### config.mk
export PLATFORM = sky130hd
export DESIGN_NAME = crc_frame_engine
export DESIGN_NICKNAME = d
export VERILOG_FILES = /design/src/rtl/spi_crc_pkg.sv /design/src/rtl/crc_frame_engine.sv
export SDC_FILE = /design/constraint.sdc
export NUM_CORES = 1
export LEC_CHECK = 0
export BUFFER_PORTS_ARGS = -buffer_cell sky130_fd_sc_hd__buf_4
export CORE_ASPECT_RATIO = 1.4
export CORE_MARGIN = 3
export CORE_UTILIZATION = 40
export CTS_CLUSTER_DIAMETER = 30
export DETAILED_ROUTE_END_ITERATION = 16
export SYNTH_ARGS = -nofsm -noshare
export SYNTH_HDL_FRONTEND = slang
export SYNTH_SLANG_ARGS = --single-unit
### constraint.sdc
create_clock -name clk -period 2.1 [get_ports clk]
set_input_delay 0.105 -clock clk [delete_from_list [all_inputs] [get_ports clk]]
set_output_delay 0.105 -clock clk [all_outputs]
set_load 0.01 [all_outputs]
### src/rtl/spi_crc_pkg.sv
package spi_crc_pkg;

    localparam int CRC_W = 16;

    typedef logic [CRC_W-1:0] crc_t;

    typedef struct packed {
        logic crc_bad;
        logic len_bad;
    } fault_t;

    // One serial CRC update, most significant bit first.
    function automatic crc_t crc_step(crc_t cur, logic bit_in, crc_t poly);
        logic fb;
        fb = cur[CRC_W-1] ^ bit_in;
        return {cur[CRC_W-2:0], 1'b0} ^ (fb ? poly : '0);
    endfunction

endpackage

### src/rtl/crc_frame_engine.sv
module crc_frame_engine
    import spi_crc_pkg::*;
#(
    parameter int   PAYLOAD_BITS = 16,
    parameter crc_t POLY         = 16'h1021,
    parameter crc_t SEED         = 16'hFFFF,
    localparam int  TOTAL_BITS   = PAYLOAD_BITS + CRC_W,
    localparam int  CNT_W        = $clog2(TOTAL_BITS + 2)
) (
    input  logic             clk,
    input  logic             rst,
    input  logic             frame_start,
    input  logic             bit_valid,
    input  logic             bit_in,
    output crc_t             crc_calc,
    output crc_t             crc_rx,
    output logic [CNT_W-1:0] bit_cnt
);
    localparam logic [CNT_W-1:0] CNT_SAT  = CNT_W'(TOTAL_BITS + 1);
    localparam logic [CNT_W-1:0] CNT_DATA = CNT_W'(PAYLOAD_BITS);

    always_ff @(posedge clk) begin
        if (rst || frame_start) begin
            crc_calc <= SEED;
            crc_rx   <= '0;
            bit_cnt  <= '0;
        end else if (bit_valid) begin
            if (bit_cnt < CNT_DATA)
                crc_calc <= crc_step(crc_calc, bit_in, POLY);
            else
                crc_rx <= {crc_rx[CRC_W-2:0], bit_in};
            if (bit_cnt != CNT_SAT)
                bit_cnt <= bit_cnt + 1'b1;
        end
    end
endmodule

After elaboration in Yosys (flattened, before gate mapping)
Index checks and enable logic that the tools add are counted.

storage, ports and cells
  bits in latches = 0
  ROM bits = 0
  memory bits (writable) = 0
  flip-flop bits (word level) = 38
  memories kept = 0
  input port bits = 5
  word-level logic and storage cells = 14
  output and inout bits = 38

operators by class
  equal/unequal tests = 1
  reduce and logical (&&, ||, !) cells = 4
  divide/modulo/power cells = 0
  bitwise operators = 3
  muxes and demuxes = 1
  $add $sub $neg = 1
  shift operators = 0
  $lt $le $gt $ge = 1
  multipliers = 0

operators with widths
  operator                                                               number
  16-bit by 13-bit XOR with 16-bit output                                1
  13-bit 2-to-1 mux                                                      1
  6-bit by 1-bit adder with 6-bit output (second input constant)         1
  6-bit by 5-bit < comparator with 1-bit output (second input constant)  1
  6-bit != test (second input constant)                                  1
  2-bit AND reduction                                                    3
  1-bit logical OR                                                       1
  1-bit NOT                                                              1
  1-bit XOR                                                              1

Logic depth before layout (Yosys ltp)
Gate-level depths: netlist (run 1).

  depth after elaboration = 3
  mapped depth = 6

Worst setup path after synthesis (run 1)
Ideal clock, no wire load.

  kind = reg2reg
  start = register bit_cnt[4]
  end = register crc_calc[11]
  stages on the path, launching flop included = 7
  data required time = 1963 ps
  setup slack = 739 ps
  arrival = 1224 ps
  period minus slack after synthesis = 1361 ps
  cell sequence = dfxtp_1 -> buf_2 -> or3b_1 -> buf_6 -> buf_6 -> nand2_1 -> nand3_1

between the ends
  cells in the longest elaborated chain, start to end = 2

RTL lines
  element                                        line                    text
  start, declared                                crc_frame_engine.sv:17  output logic [CNT_W-1:0] bit_cnt
  start signal, assigned                         crc_frame_engine.sv:33  bit_cnt <= bit_cnt + 1'b1;
  6-bit by 5-bit < comparator with 1-bit output  crc_frame_engine.sv:28  if (bit_cnt < CNT_DATA)
  2-bit AND reduction (no source line)           --
  end signal, assigned                           crc_frame_engine.sv:29  crc_calc <= crc_step(crc_calc, bit_in, POLY);
  end, declared                                  crc_frame_engine.sv:15  output crc_t crc_calc,

Every way passes these cells.
A chain may end at the register's enable or synchronous reset.

Worst setup path after layout (run 1)
  start = register bit_cnt[5]
  end = register crc_calc[12]

The elaborated chain is that of the path after synthesis.

==> results of run 1 <==
worst min-delay path, delay by kind of cell:
family                 cells  cell delay (ns)
AO/OA/AOI/OAI              1             0.05
buffers and inverters      1             0.12
AND/OR/NAND/NOR            1             0.05
cells in the mapped netlist:
cell type  count  share of area (%)
a211oi_1       2                1.0
a21bo_2        1               0.68
a21oi_1       20                6.8
buf_2          4                1.4
buf_4          1               0.51
buf_6          3                2.3
clkbuf_1       4                1.0
dfxtp_1       38                 51
ha_1           2                1.7
inv_1          1               0.25
mux2i_1        1               0.68
nand2_1       62                 16
nand3_1       15                5.1
nand4_1        2               0.85
nor2_1         3               0.76
nor3b_2        1               0.85
nor4b_2        1                1.0
o211ai_1       1               0.51
o21a_1         1               0.51
o21ai_0        3                1.0
o21ai_2        1               0.59
or2_2          1               0.42
or3_1          2               0.85
or3b_1         1               0.59
xnor2_1        1               0.59
xor2_1         5                3.0
how the worst min path moves through the flow:
stage | startpoint | endpoint | slack (ns) | cells after the start
floorplan | bit_in | crc_rx[0]$_SDFFE_PP0P_ | 0.24 | 2
global route | bit_in | crc_rx[0]$_SDFFE_PP0P_ | 0.07 | 3
CTS | bit_in | crc_rx[0]$_SDFFE_PP0P_ | 0.06 | 3
detailed placement | bit_in | crc_rx[0]$_SDFFE_PP0P_ | 0.38 | 3
finish | bit_in | crc_rx[0]$_SDFFE_PP0P_ | 0.07 | 3
global placement | bit_in | crc_rx[0]$_SDFFE_PP0P_ | 0.38 | 3
power breakdown:
group          switching [mW]  leakage [nW]  internal [mW]
logic                  0.0518         0.435         0.0430
clock network           0.247        0.0482          0.265
registers              0.0121         0.309          0.733
total                   0.310         0.792           1.04
cell type report:
type                            count  area [um2]
Timing Repair Buffer               44         330
Clock buffer                        7        86.3
Fill cell                         338        1600
Inverter                            1        3.75
Sequential cell                    38         761
Tap cell                           40        50.0
Multi-Input combinational cell    126         638
Clock inverter                      1        5.00
flip-flops by register name, summed over array words and instances (netlist names):
name / count
bit_cnt: 6
crc_calc: 16
crc_rx: 16
per-stage QoR:
| step | area [um2] | util [%] | std cells |
|---|---|---|---|
| final | 1870 | 54.0 | 257 |
| after global routing | 1870 | 54.0 | 257 |
| after CTS | 1870 | 54.0 | 257 |
| after detailed placement | 1780 | 51.4 | 249 |
| after global placement | 1780 | 51.4 | 249 |
| after floorplan | 1480 | - | 177 |
logic make-up after synthesis:
group	count (synthesis)	share of synthesized area (%)
muxes	1	0.677
and+or+nand+nor	88	26.1
adders and majority gates	2	1.69
DFF	38	51.4
AOI/OAI and AO/OA	29	11.1
xor gates and xnor gates	6	3.55
buffers and inverters	13	5.41
per-layer routing:
metal	GRT usage [%]	part of all wire, %	vias to the layer above
li1	-	-	658
met1	16.1	42	604
met2	26.7	51	34
met3	5.82	6.2	4
met4	6.96	1.1	0
met5	0	0	-
==> summary.txt, run 1 <==
Critical path
  – CP required: 2.25 ns
  – R2R cell count: 3
  – WP buf/inv: 0
  – R2R setup slack: 0.58 ns
  – Critical Path Sink: crc_calc[12]$_SDFFE_PP1P_
  – Crit path max-delay family: simple AND/OR/NAND/NOR gates
  – Critical Path Max Stage Delay: 0.67 ns
  – CP max stage cell: or3b_1
  – RR Startpoint: bit_cnt[5]$_SDFFE_PP0P_
  – R2r endpoint: crc_calc[12]$_SDFFE_PP1P_
  – Critical path data arrival time: 1.67 ns
  – Crit. End Element: register
  – Worst path cell trace: or3b_1 > a21oi_1 > o21ai_0
  – CP max FO: 19
  – Worst path depth: 3
  – Crit Path Class: reg2reg
  – Worst Setup SP: bit_cnt[5]$_SDFFE_PP0P_
  – Worst setup SP type: register

STA
  – RSZ-0062 raised after global routing: false
  – F_max: 0.659 GHz
  – Final Setup Violations: 0
  – Final hold violation count: 0
  – Worst-Margin Slew: 0.631 ns
  – Final WS setup: 0.583 ns
  – Final Max Slew Viols: 0
  – Worst slew margin: 57.9%
  – Setup TNS: 0 ns
  – Fin crit period: 1.52 ns
  – Period utilisation layout: 72.3%
  – Final Hold Slack: 0.0742 ns
  – Worst Clk Skew: 0.00304 ns

Logic synthesis
  – Synthesized area per cell: 8.36 um2
  – Synth cell types: 26
  – Synth warn: 0
  – Number of synthesized register bits: 38
  – Synthesized cell area: 1480 um2
  – Syn Nets: 184
  – Sequential fraction of the synthesis area: 51.4%
  – Synth Instances: 177

Finish
  – Layout net count: 223
  – Layout cell share with drive strength beyond 1: 25.8%
  – Most frequent cells in the layout: nand2_1 (62), buf_4 (44), dfxtp_1 (38)
  – Layout overhead on the synthesized area: 26.7%
  – Antenna Cells: 0
  – Commonest non-fill, non-tap cell in the layout: nand2_1

Drt
  – WL per Instance: 12.4 um
  – ANT nets after route: 0
  – First DRT Iteration DRCs: 34
  – Total Routed Length: 3.18 mm
  – Vias/cell: 5.06
  – Pre-antenna DRT Iters: 4
  – Vias after detailed routing: 1300
  – DRC viols: 0

Flow run
  – Max Cap Viol: 0

GRT
  – Total congestion overflow: 0
  – Largest net degree at the start of global routing: 24
  – Vias in the first global route: 1235
  – First-pass GRT wire length: 5.35 mm
  – Initial antenna violation count: 0
  – GRT Resource Usage Total: 15.4%

Min path
  – Worst min path class: in2reg

CTS
  – CTS Root Cell: clkbuf_8
  – Total CTS buffers: 5
  – Clk buf depth: 2
  – CTS tree: yes
  – H-tree Lvls: 2
  – CTS sink count: 38
  – Reg clk slew, reported paths: 0.07 ns
  – Post-cts sizing count: 0
  – Clock latency on the worst-skew pair: 0.29 ns
  – Post CTS Setup Buffer Count: 0
  – Hold buffers post-CTS: 0

Die
  – Core outline area: 3470 um2
  – Rows: 25
  – I/O pin cnt: 43
  – Die Y: 77.9 um
  – Die area: 4470 um2
  – Die width: 57.4 um
  – Initial Utilization: 42.6%

Place
  – Placer Congestion: 0.810
  – PortBufs: 42
  – Setup WS pre-CTS: 0.586 ns
  – DP HPWL: 2.23 mm

Run status
  – Status: finished, final reports clean

Pwr
  – Total power: 1.35 mW
  – Maximum VDD drop: 450 uV
  – Power per cell area: 721 nW/um2
  – P_leak: 0.792 nW
No activity file was read; power rests on OpenSTA's default activity.
==> inputs of run 2 (changes only) <==
==> constraint.sdc (replaced) <==
create_clock -name clk -period 1.6 [get_ports clk]
set_input_delay 0.08 -clock clk [delete_from_list [all_inputs] [get_ports clk]]
set_output_delay 0.08 -clock clk [all_outputs]
set_load 0.01 [all_outputs]
==> summary.txt, run 2 (synthesis results as in run 1) <==
Finish
  – Layout net count: 227 (+1.8%)
  – Antenna Cells: 0 (unchanged)
  – Filler instances: 334 (-1.2%)
  – Layout overhead on the synthesized area: 28.8%
  – Layout cell share with drive strength beyond 1: 27.1% (+1.3 points)
  – Commonest non-fill, non-tap cell in the layout: nand2_1
  – Top flop regs: crc_calc (16), crc_rx (16), bit_cnt (6)
  – Most frequent cells in the layout: nand2_1 (62), buf_4 (48), dfxtp_1 (38)

STA
  – RSZ-0062 raised after global routing: false
  – Worst slew margin: 59.2% (+1.3 points)
  – Period utilisation layout: 89.8% (+18 points)
  – Fin crit period: 1.44 ns (-0.0813 ns)
  – Setup TNS: 0 ns (unchanged)
  – Worst-Margin Slew: 0.612 ns (-0.0192 ns)
  – Final Setup Violations: 0 (unchanged)
  – Final Max Slew Viols: 0 (unchanged)
  – Worst Clk Skew: 0.00253 ns (-0.000511 ns)
  – F_max: 0.696 GHz (+5.7%)
  – Final hold violation count: 0 (unchanged)

Critical path
  – Critical path data arrival time: 1.65 ns (-0.02 ns)
  – RR Startpoint: bit_cnt[0]$_SDFFE_PP0P_
  – R2R cell count: 4 (+1)
  – CP required: 1.82 ns (-0.43 ns)
  – R2R setup slack: 0.16 ns (-0.42 ns)
  – R2r endpoint: bit_cnt[0]$_SDFFE_PP0P_
  – Worst setup SP type: register
  – Crit. End Element: register
  – CP max stage cell: dfxtp_1
  – Worst path cell trace: ha_1 > nor4b_2 > a21bo_2 > mux2i_1
  – Crit Path Class: reg2reg
  – Critical Path Max Stage Delay: 0.45 ns (-0.22 ns)
  – CP max FO: 7 (-12)

CTS
  – Hold buffers post-CTS: 0 (unchanged)
  – CTS tree: yes
  – Reg clk slew, reported paths: 0.07 ns (about the same)
  – Post-cts sizing count: 0 (unchanged)
  – CTS sink count: 38 (unchanged)
  – Clock latency on the worst-skew pair: 0.29 ns (about the same)
  – Total CTS buffers: 5 (unchanged)
  – Post CTS Setup Buffer Count: 0 (unchanged)
  – Clk buf depth: 2 (unchanged)
  – CTS Root Cell: clkbuf_8
  – H-tree Lvls: 2 (unchanged)

Pwr
  – Sequential fraction of design power: 55.5% (+0.3 points)
  – Power per cell area: 926 nW/um2 (+28%)
  – Sw Ratio: 22.5% (-0.43 points)
  – Cell-internal power: 1.37 mW (+31%)
  – Maximum VDD drop: 601 uV (+33%)
  – Switch Pwr: 398 uW (+28%)
  – P_leak: 0.812 nW (+2.6%)
  – Clock power frac: 37.4% (-0.4 points)
  – Total power: 1.76 mW (+31%)
  – Logic gate share of total power: 7.1% (about the same)

GRT
  – GRT Resource Usage Total: 15.3% (-0.088 points)
  – First-pass GRT wire length: 5.40 mm (+1.0%)
  – Total congestion overflow: 0 (unchanged)
  – Initial antenna violation count: 0 (unchanged)
  – Largest net degree at the start of global routing: 24 (unchanged)
  – Vias in the first global route: 1226 (-0.73%)

Place
  – Placer Congestion: 0.784 (-3.2%)
  – DP HPWL: 2.33 mm (+4.6%)
  – PortBufs: 42 (unchanged)

Drt
  – Total Routed Length: 3.22 mm (+1.3%)
  – First DRT Iteration DRCs: 46 (+35%)
  – DRC viols: 0 (unchanged)
  – Vias after detailed routing: 1313 (+1.0%)
  – ANT nets after route: 0 (unchanged)
  – WL per Instance: 12.3 um (-0.26%)
  – Pre-antenna DRT Iters: 4 (unchanged)
  – Vias/cell: 5.03 (-0.55%)

Die
  – Rows: 25 (unchanged)
  – Die width: 57.4 um (unchanged)
  – Initial Utilization: 42.6% (unchanged)
  – I/O pin cnt: 43 (unchanged)
  – Core outline area: 3470 um2 (unchanged)
  – Die area: 4470 um2 (unchanged)
  – Die Y: 77.9 um (unchanged)

Min path
  – Hold EP: crc_rx[0]$_SDFFE_PP0P_
  – Worst min path class: in2reg
  – Hold Path Depth: 3 (unchanged)
  – Hold wc startpoint: bit_in

Flow run
  – Max Cap Viol: 0 (unchanged)

Run status
  – Status: finished, final reports clean
[run 2: changes by cell type in the layout (fill, tap and decap cells not counted)]
| cell | delta |
|---|---|
| buf_4 | +4 |
[run 2: worst max-delay path by stage]
stage,start,endpoint,depth (start not counted)
after detailed placement,bit_cnt[0]$_SDFFE_PP0P_,bit_cnt[0]$_SDFFE_PP0P_,4
after global placement,bit_cnt[5]$_SDFFE_PP0P_,crc_calc[5]$_SDFFE_PP1P_,3
after global routing,bit_cnt[0]$_SDFFE_PP0P_,bit_cnt[0]$_SDFFE_PP0P_,4
after CTS,bit_cnt[0]$_SDFFE_PP0P_,bit_cnt[0]$_SDFFE_PP0P_,4
final,bit_cnt[0]$_SDFFE_PP0P_,bit_cnt[0]$_SDFFE_PP0P_,4
after floorplan,bit_cnt[4]$_SDFFE_PP0P_,crc_calc[11]$_SDFFE_PP1P_,6
[run 2: area by class of cell]
cell class	instances	area (um2)	area share, %
clock buffer	7	86.3	4.53
inverter	1	3.75	0.197
tap	40	50.0	2.63
clock inverter	1	5.00	0.263
multi-input combinational	126	638	33.5
sequential	38	761	39.9
timing repair buffer	48	360	18.9
[run 2: through the flow]
stage               hold slack [ns]  setup WS [ns]  area (um2)  util, %  instances
floorplan                     0.216          0.239        1480        -        177
global placement              0.354          0.251        1810     52.2        253
detailed placement            0.371          0.181        1810     52.2        253
CTS                          0.0585          0.160        1900     54.8        261
global route                 0.0447         0.0628        1900     54.8        261
finish                       0.0631          0.164        1900     54.8        261
[run 2: power groups by stage]
stage                     combinational (mW)  clock (mW)  sequential [mW]
after floorplan                       0.0754           0             1.01
after global placement                 0.123           0            0.999
after detailed placement               0.127           0             1.00
after CTS                              0.128       0.682            0.978
after global routing                   0.142       0.728            0.981
final                                  0.126       0.660            0.978
[run 2: per-layer routing]
layer	up-vias	wire [um]	global-route usage (%)
li1	669	-	-
met2	38	1630	25.8
met3	8	209	5.66
met4	0	71	7.42
met1	598	1310	16.5
met5	-	0	0
[run 2: worst max-delay path, delay by kind of cell, from the launching register on]
| kind | cells | cell delay, ns |
|---|---|---|
| and+or+nand+nor | 1 | 0.33 |
| muxes | 1 | 0.17 |
| adders and majority gates | 1 | 0.21 |
| AOI/OAI and AO/OA | 1 | 0.21 |
| DFF | 1 | 0.45 |
